**src/rtl/irq_unit_pkg.sv**
```systemverilog
package irq_unit_pkg;
    localparam int unsigned REG_W = 8;
    localparam int unsigned ADR_W = 8;

    localparam int unsigned EV_XFER_A  = 0;
    localparam int unsigned EV_XFER_B  = 1;
    localparam int unsigned EV_FRAME   = 4;
    localparam int unsigned EV_ATTACH  = 5;
    localparam int unsigned EV_WAKE    = 6;

    localparam logic [REG_W-1:0] LIVE_BITS =
        (REG_W'(1) << EV_XFER_A) | (REG_W'(1) << EV_XFER_B) |
        (REG_W'(1) << EV_FRAME)  | (REG_W'(1) << EV_ATTACH) |
        (REG_W'(1) << EV_WAKE);

    typedef enum logic {
        IRQ_IDLE   = 1'b0,
        IRQ_ACTIVE = 1'b1
    } irq_state_e;
endpackage

```
**src/rtl/irq_evt_latch.sv**
```systemverilog
module irq_evt_latch #(
    parameter int unsigned    W     = 8,
    parameter logic [W-1:0]   LIVE  = '1
) (
    input  logic         clk_i,
    input  logic         rst_ni,
    input  logic [W-1:0] set_i,
    input  logic [W-1:0] clr_i,
    output logic [W-1:0] flags_o
);
    for (genvar i = 0; i < W; i++) begin : g_bit
        if (LIVE[i]) begin : g_live
            logic flag_q;
            always_ff @(posedge clk_i or negedge rst_ni) begin
                if (!rst_ni)        flag_q <= 1'b0;
                else if (set_i[i])  flag_q <= 1'b1;   // set beats clear
                else if (clr_i[i])  flag_q <= 1'b0;
            end
            assign flags_o[i] = flag_q;
        end else begin : g_hole
            assign flags_o[i] = 1'b0;
        end
    end
endmodule

```
**src/rtl/irq_mask_reg.sv**
```systemverilog
module irq_mask_reg #(
    parameter int unsigned    W     = 8,
    parameter logic [W-1:0]   LIVE  = '1
) (
    input  logic         clk_i,
    input  logic         rst_ni,
    input  logic         load_i,
    input  logic [W-1:0] data_i,
    output logic [W-1:0] mask_o
);
    logic [W-1:0] mask_q;
    always_ff @(posedge clk_i or negedge rst_ni) begin
        if (!rst_ni)     mask_q <= '0;
        else if (load_i) mask_q <= data_i & LIVE;
    end
    assign mask_o = mask_q;
endmodule

```
**src/rtl/irq_req_fsm.sv**
```systemverilog
module irq_req_fsm
    import irq_unit_pkg::*;
(
    input  logic clk_i,
    input  logic rst_ni,
    input  logic pend_i,
    output logic req_o
);
    irq_state_e state_q, state_d;

    always_ff @(posedge clk_i or negedge rst_ni) begin
        if (!rst_ni) state_q <= IRQ_IDLE;
        else         state_q <= state_d;
    end

    always_comb begin
        state_d = state_q;
        unique case (state_q)
            IRQ_IDLE:   if (pend_i)  state_d = IRQ_ACTIVE;  // RAISE
            IRQ_ACTIVE: if (!pend_i) state_d = IRQ_IDLE;    // DROP
            default:    state_d = IRQ_IDLE;
        endcase
    end

    always_comb begin
        req_o = (state_q == IRQ_ACTIVE);
    end
endmodule

```
**src/rtl/irq_status_unit.sv**
```systemverilog
module irq_status_unit
    import irq_unit_pkg::*;
#(
    parameter int unsigned          DW        = REG_W,
    parameter int unsigned          AW        = ADR_W,
    parameter logic [AW-1:0]        EN_ADDR   = 8'h06,
    parameter logic [AW-1:0]        STAT_ADDR = 8'h0D,
    parameter logic [DW-1:0]        LIVE      = LIVE_BITS
) (
    input  logic          clk_i,
    input  logic          rst_ni,
    input  logic [DW-1:0] evt_i,
    input  logic [AW-1:0] bus_addr_i,
    input  logic          bus_wr_i,
    input  logic [DW-1:0] bus_wdata_i,
    output logic [DW-1:0] bus_rdata_o,
    output logic          irq_o
);
    logic          hit_en, hit_stat;
    logic [DW-1:0] clr_mask, set_mask;
    logic [DW-1:0] status_q, enable_q;
    logic          pend;

    assign hit_en   = (bus_addr_i == EN_ADDR);
    assign hit_stat = (bus_addr_i == STAT_ADDR);
    assign clr_mask = (bus_wr_i && hit_stat) ? bus_wdata_i : '0;
    assign set_mask = evt_i & LIVE;

    irq_evt_latch #(.W(DW), .LIVE(LIVE)) u_latch (
        .clk_i  (clk_i),
        .rst_ni (rst_ni),
        .set_i  (set_mask),
        .clr_i  (clr_mask),
        .flags_o(status_q)
    );

    irq_mask_reg #(.W(DW), .LIVE(LIVE)) u_mask (
        .clk_i  (clk_i),
        .rst_ni (rst_ni),
        .load_i (bus_wr_i && hit_en),
        .data_i (bus_wdata_i),
        .mask_o (enable_q)
    );

    assign pend = |(status_q & enable_q);

    irq_req_fsm u_fsm (
        .clk_i  (clk_i),
        .rst_ni (rst_ni),
        .pend_i (pend),
        .req_o  (irq_o)
    );

    always_comb begin
        if (hit_stat)    bus_rdata_o = status_q;
        else if (hit_en) bus_rdata_o = enable_q;
        else             bus_rdata_o = '0;
    end
endmodule

```
**config.mk**
```make
export PLATFORM = sky130hd
export DESIGN_NAME = irq_status_unit
export DESIGN_NICKNAME = d
export VERILOG_FILES = /design/src/rtl/irq_unit_pkg.sv /design/src/rtl/irq_evt_latch.sv /design/src/rtl/irq_mask_reg.sv /design/src/rtl/irq_req_fsm.sv /design/src/rtl/irq_status_unit.sv
export SDC_FILE = /design/constraint.sdc
export NUM_CORES = 1
export LEC_CHECK = 0
export ABC_AREA = 1
export BUFFER_PORTS_ARGS = -buffer_cell sky130_fd_sc_hd__buf_2
export CORE_MARGIN = 2
export CORE_UTILIZATION = 53
export CTS_BUF_LIST = sky130_fd_sc_hd__clkbuf_4 sky130_fd_sc_hd__clkbuf_8
export DETAILED_ROUTE_END_ITERATION = 8
export PLACE_DENSITY = 0.84
export REMOVE_ABC_BUFFERS = 1
export SLEW_MARGIN = 20
export SYNTH_ARGS = -nofsm -noshare
export SYNTH_HDL_FRONTEND = slang
export SYNTH_HIERARCHICAL = 1
export SYNTH_SLANG_ARGS = --single-unit
```
**constraint.sdc**
```tcl
create_clock -name clk_i -period 2.33 [get_ports clk_i]
set_input_delay 0.1165 -clock clk_i [delete_from_list [all_inputs] [get_ports clk_i]]
set_output_delay 0.1165 -clock clk_i [all_outputs]
set_load 0.05 [all_outputs]
```
---- Yosys cells after proc, flatten, opt, wreduce, memory -nomap -nowiden ----
Index checks and enable logic that the tools add are counted.
storage, ports and cells
  flip-flop bits (word level) ............. 11
  logic and storage cells ................. 32
  input bits .............................. 27
  output and inout bits ................... 9
cells by class
  reduce and logical (&&, ||, !) cells .... 8
  equal/unequal tests ..................... 2
  bitwise logic cells ..................... 1
  mux-type cells .......................... 14
operators by type and width
  cell                                            count
  two-way mux 7 bit                               2
  two-way mux 1 bit                               11
  nonzero test 2 bit                              5
  == test 8 x 3 -> 1 bit (second input constant)  1
  == test 8 x 4 -> 1 bit (second input constant)  1
  two-way mux 8 bit                               1
  OR reduction 8 bit                              1
  bitwise AND 7 bit                               1
  logical AND 1 bit                               2

---- Logic depth before layout (Yosys ltp) ----
  word-level depth ........................ 5
  gate-level depth with buffers ........... 8
  depth with buffers taken out ............ 8

---- Cells and area by module ----
Netlist, hierarchy kept.
modules (own cells, without submodules)
  module           area each (um2)  seq. area each (um2)  instances  cells each
  irq_status_unit  384.1            0.0                   1          81
  irq_evt_latch    264.0            125.1                 1          34
  irq_mask_reg     211.5            125.1                 1          25
  irq_req_fsm      25.0             25.0                  1          1

---- Least setup slack after synthesis ----
Ideal clock, no wire load.
  kind .................................... in2reg
  start ................................... input bus_addr_i[7]
  end ..................................... register u_mask.mask_q[0] (netlist: u_mask/mask_o[0])
  cell stages on the path ................. 6
  required time ........................... 2.213 ns
  buffers on the path ..................... 0
  library setup time ...................... 0.117 ns
  data arrival time ....................... 1.046 ns
  path slack .............................. 1.168 ns
  path through ............................ nor2_1 nand2_2 nor3b_1 inv_2 nand2_1 nand2_1
between the ends
  cells in the longest elaborated chain, start to end .. 2
RTL lines
  item                    line                   text
  start, declared         irq_status_unit.sv:13  input logic [AW-1:0] bus_addr_i,
  == test 8 x 3 -> 1 bit  irq_status_unit.sv:24  assign hit_en = (bus_addr_i == EN_ADDR);
  logical AND 1 bit       irq_status_unit.sv:40  .load_i (bus_wr_i && hit_en),
  end signal, assigned    irq_mask_reg.sv:14     else if (load_i) mask_q <= data_i & LIVE;
  end, declared           irq_mask_reg.sv:11     logic [W-1:0] mask_q;
No other way between the ends.
A chain may end at the register's enable or synchronous reset.

---- Final worst setup path ----
  start ................................... register u_mask.mask_q[1] (netlist: u_mask/mask_o[1])
  end ..................................... output bus_rdata_o[1]
between the ends
  cells in the longest elaborated chain, start to end .. 2
RTL lines
  item               line                   text
  two-way mux 7 bit  irq_status_unit.sv:56  else if (hit_en) bus_rdata_o = enable_q;
  two-way mux 8 bit  irq_status_unit.sv:55  if (hit_stat) bus_rdata_o = status_q;
  end, declared      irq_status_unit.sv:16  output logic [DW-1:0] bus_rdata_o,
No other way between the ends.

==> results.md <==
- Status: completed
- CTS clock-pin slew for the worst setup and hold paths: 0.08 ns
- PwrDens: 429 nW/um^2
- Setup crit end kind: output pin
- Unrepaired setup endpoints after global routing: no
- Worst Clk Skew: 0.00664 ns
- Drt via density: 4.61
- Synthesized area: 851 um^2
- Initial drt markers: 16
- Cells after Synth: 134
- Share of layout cells above drive strength 1: 27.2%
- Area of the multi-input gates: 400 um^2
- Fill count: 146
- CTS Buffer Depth: 2
- Maximum VDD drop: 0.308 mV
- Buffers & Inverters on Critical Path: 2
- Die area: 1940 um^2
- Largest net degree at the start of global routing: 15
- Fmax: 797 MHz
- HPWL Detailed: 1360 um
- Final Hold Fails: 0
- Register area: 275 um^2
- WP data arrival: 1.14 ns
- Crit Path Max Fanout: 3
- CP Cell Sequence: inv_1, nor2_1, nand2_1, nand2_1, buf_2
- Starting Density: 56.5%
- Area Growth Syn to Fin: 14.0%
- CTS HTree Levels: 1
- Die Span X: 44.1 um
- DR pass1 iterations: 4
- Static leakage: 0.571 nW
- GRT overflow: 0
- DR WL/cell: 10.0 um
- Final period util: 53.8%
- WP depth: 5
- Most frequent CP cell: nand2_1
- CTS buffer count: 3
- Post-Syn Area per Cell: 6.35 um^2
- Gr usage total: 20.2%
- Wirelength, routed: 1750 um
- First-pass GRT wire length: 2810 um
- Sinks on Clock Net: 11
- Max-cap violations: 0
- Hold slack: 0.0259 ns
- CTS tree: yes
- Worst-skew pair later-pin latency: 0.27 ns
- Drt drc: 0
- Kind of critical path: flop to output pin
- Die Span Y: 44.1 um
- Layout Nets: 186
- Row cnt: 14
- Required time of the critical path: 2.21 ns
- Vias: 803
- Io pins: 36
- R2R cell count: 4
- CP peak stage delay: 0.37 ns
- Critical path startpoint category: flop
- Vias in the first global route: 709
- Post-Route Setup TNS: 0 ns
- Initial antenna violation count: 0
- Clk root buf: clkbuf_4
- Family with the most delay on the worst path: flip-flops
- ANT nets after route: 0
- # diodes: 0
- Yosys warns: 6
- GPL Wtd Cong: 0.757
- Final setup vio count: 0
- # port buffers: 26
- Post-layout min period: 1.25 ns
- Max Slew Vio Count: 0
- Post_cts resized: 0
- Hold depth: 3
- Min-Delay Path Class: input port to flop
- Core ar.: 1510 um^2
- CP max-delay cell: dfrtp_1
[final timing paths]
check	end	slack, ns	from
worst max-delay path	bus_rdata_o[1]	1.08	u_mask/mask_o[1]
worst min-delay path	u_latch/g_bit[4].g_live.flag_q	0.03	evt_i[4]
worst max register to register	u_fsm/req_o	1.49	u_latch/g_bit[4].g_live.flag_q
worst min register to register	u_mask/mask_o[0]	0.51	u_mask/mask_o[0]
max in group asynchronous	u_mask/mask_o[1]	1.87	rst_ni
min in group asynchronous	u_mask/mask_o[6]	0.25	rst_ni
[placed cells by master, fill, tap and decap left out]
cell type      instances
clkbuf_4               4
nor3b_1                1
buf_2                 26
dfrtp_1               11
dlygate4sd3_1          1
buf_4                  1
nand2_2                2
nor2_2                 5
nand2_1               55
nand3_1                8
inv_4                  1
conb_1                 6
inv_1                 23
nand3_4                1
nor2_4                 2
nor2_1                 9
inv_2                  1
nand4_1                1
[worst register-to-register path: cells and delay by family (launching register included)]
| kind | cells | cell delay [ns] |
|---|---|---|
| AND/OR/NAND/NOR | 4 | 0.29 |
| flip-flops | 1 | 0.41 |
[state kept, by name, indices dropped and copies added, names as in the netlist]
register and flops:
u_latch/g_bit.g_live.flag_q 5, u_mask/mask_o 5, u_fsm/req_o 1
[through the flow]
step                instance area, um^2  worst slack, ns  util, %  instances  power (W)
finish                              970             1.08     64.4        174   0.000416
global route                        970            0.918     64.4        174   0.000438
CTS                                 970             1.06     64.4        174   0.000422
detailed placement                  930             1.09     61.7        169   0.000273
global placement                    930             1.15     61.7        169   0.000269
floorplan                           772             1.17        -        126   0.000243
[layer usage]
layer / wire length, um / global-route usage (%) / share of wire (%) / up-vias
li1: - / - / - / 420
met1: 708 / 23.7 / 41 / 353
met2: 925 / 35.9 / 53 / 26
met3: 89 / 3.67 / 5.1 / 4
met4: 23 / 8.48 / 1.3 / 0
met5: 0 / 0 / 0 / -
[layout make-up]
| cell class | instances | area share (%) |
|---|---|---|
| clock buffer | 4 | 3.10 |
| inverter | 25 | 9.94 |
| multi-input combinational | 90 | 41.3 |
| sequential | 11 | 28.4 |
| tap | 16 | 2.06 |
| timing repair buffer | 28 | 15.2 |
[power by group]
group | switching [W] | internal, W | leakage (nW)
sequential | 0.00000362 | 0.000197 | 0.124
combinational | 0.0000436 | 0.0000264 | 0.429
clock | 0.0000676 | 0.0000778 | 0.0184
[repair_timing]
action / in CTS / in global routing
hold buffers: 1 / 0
endpoints found under the setup margin: 0 / 0
hold endpoints to repair: 11 / 0
setup buffers: 0 / 0
(Power assumes the default switching activity.)
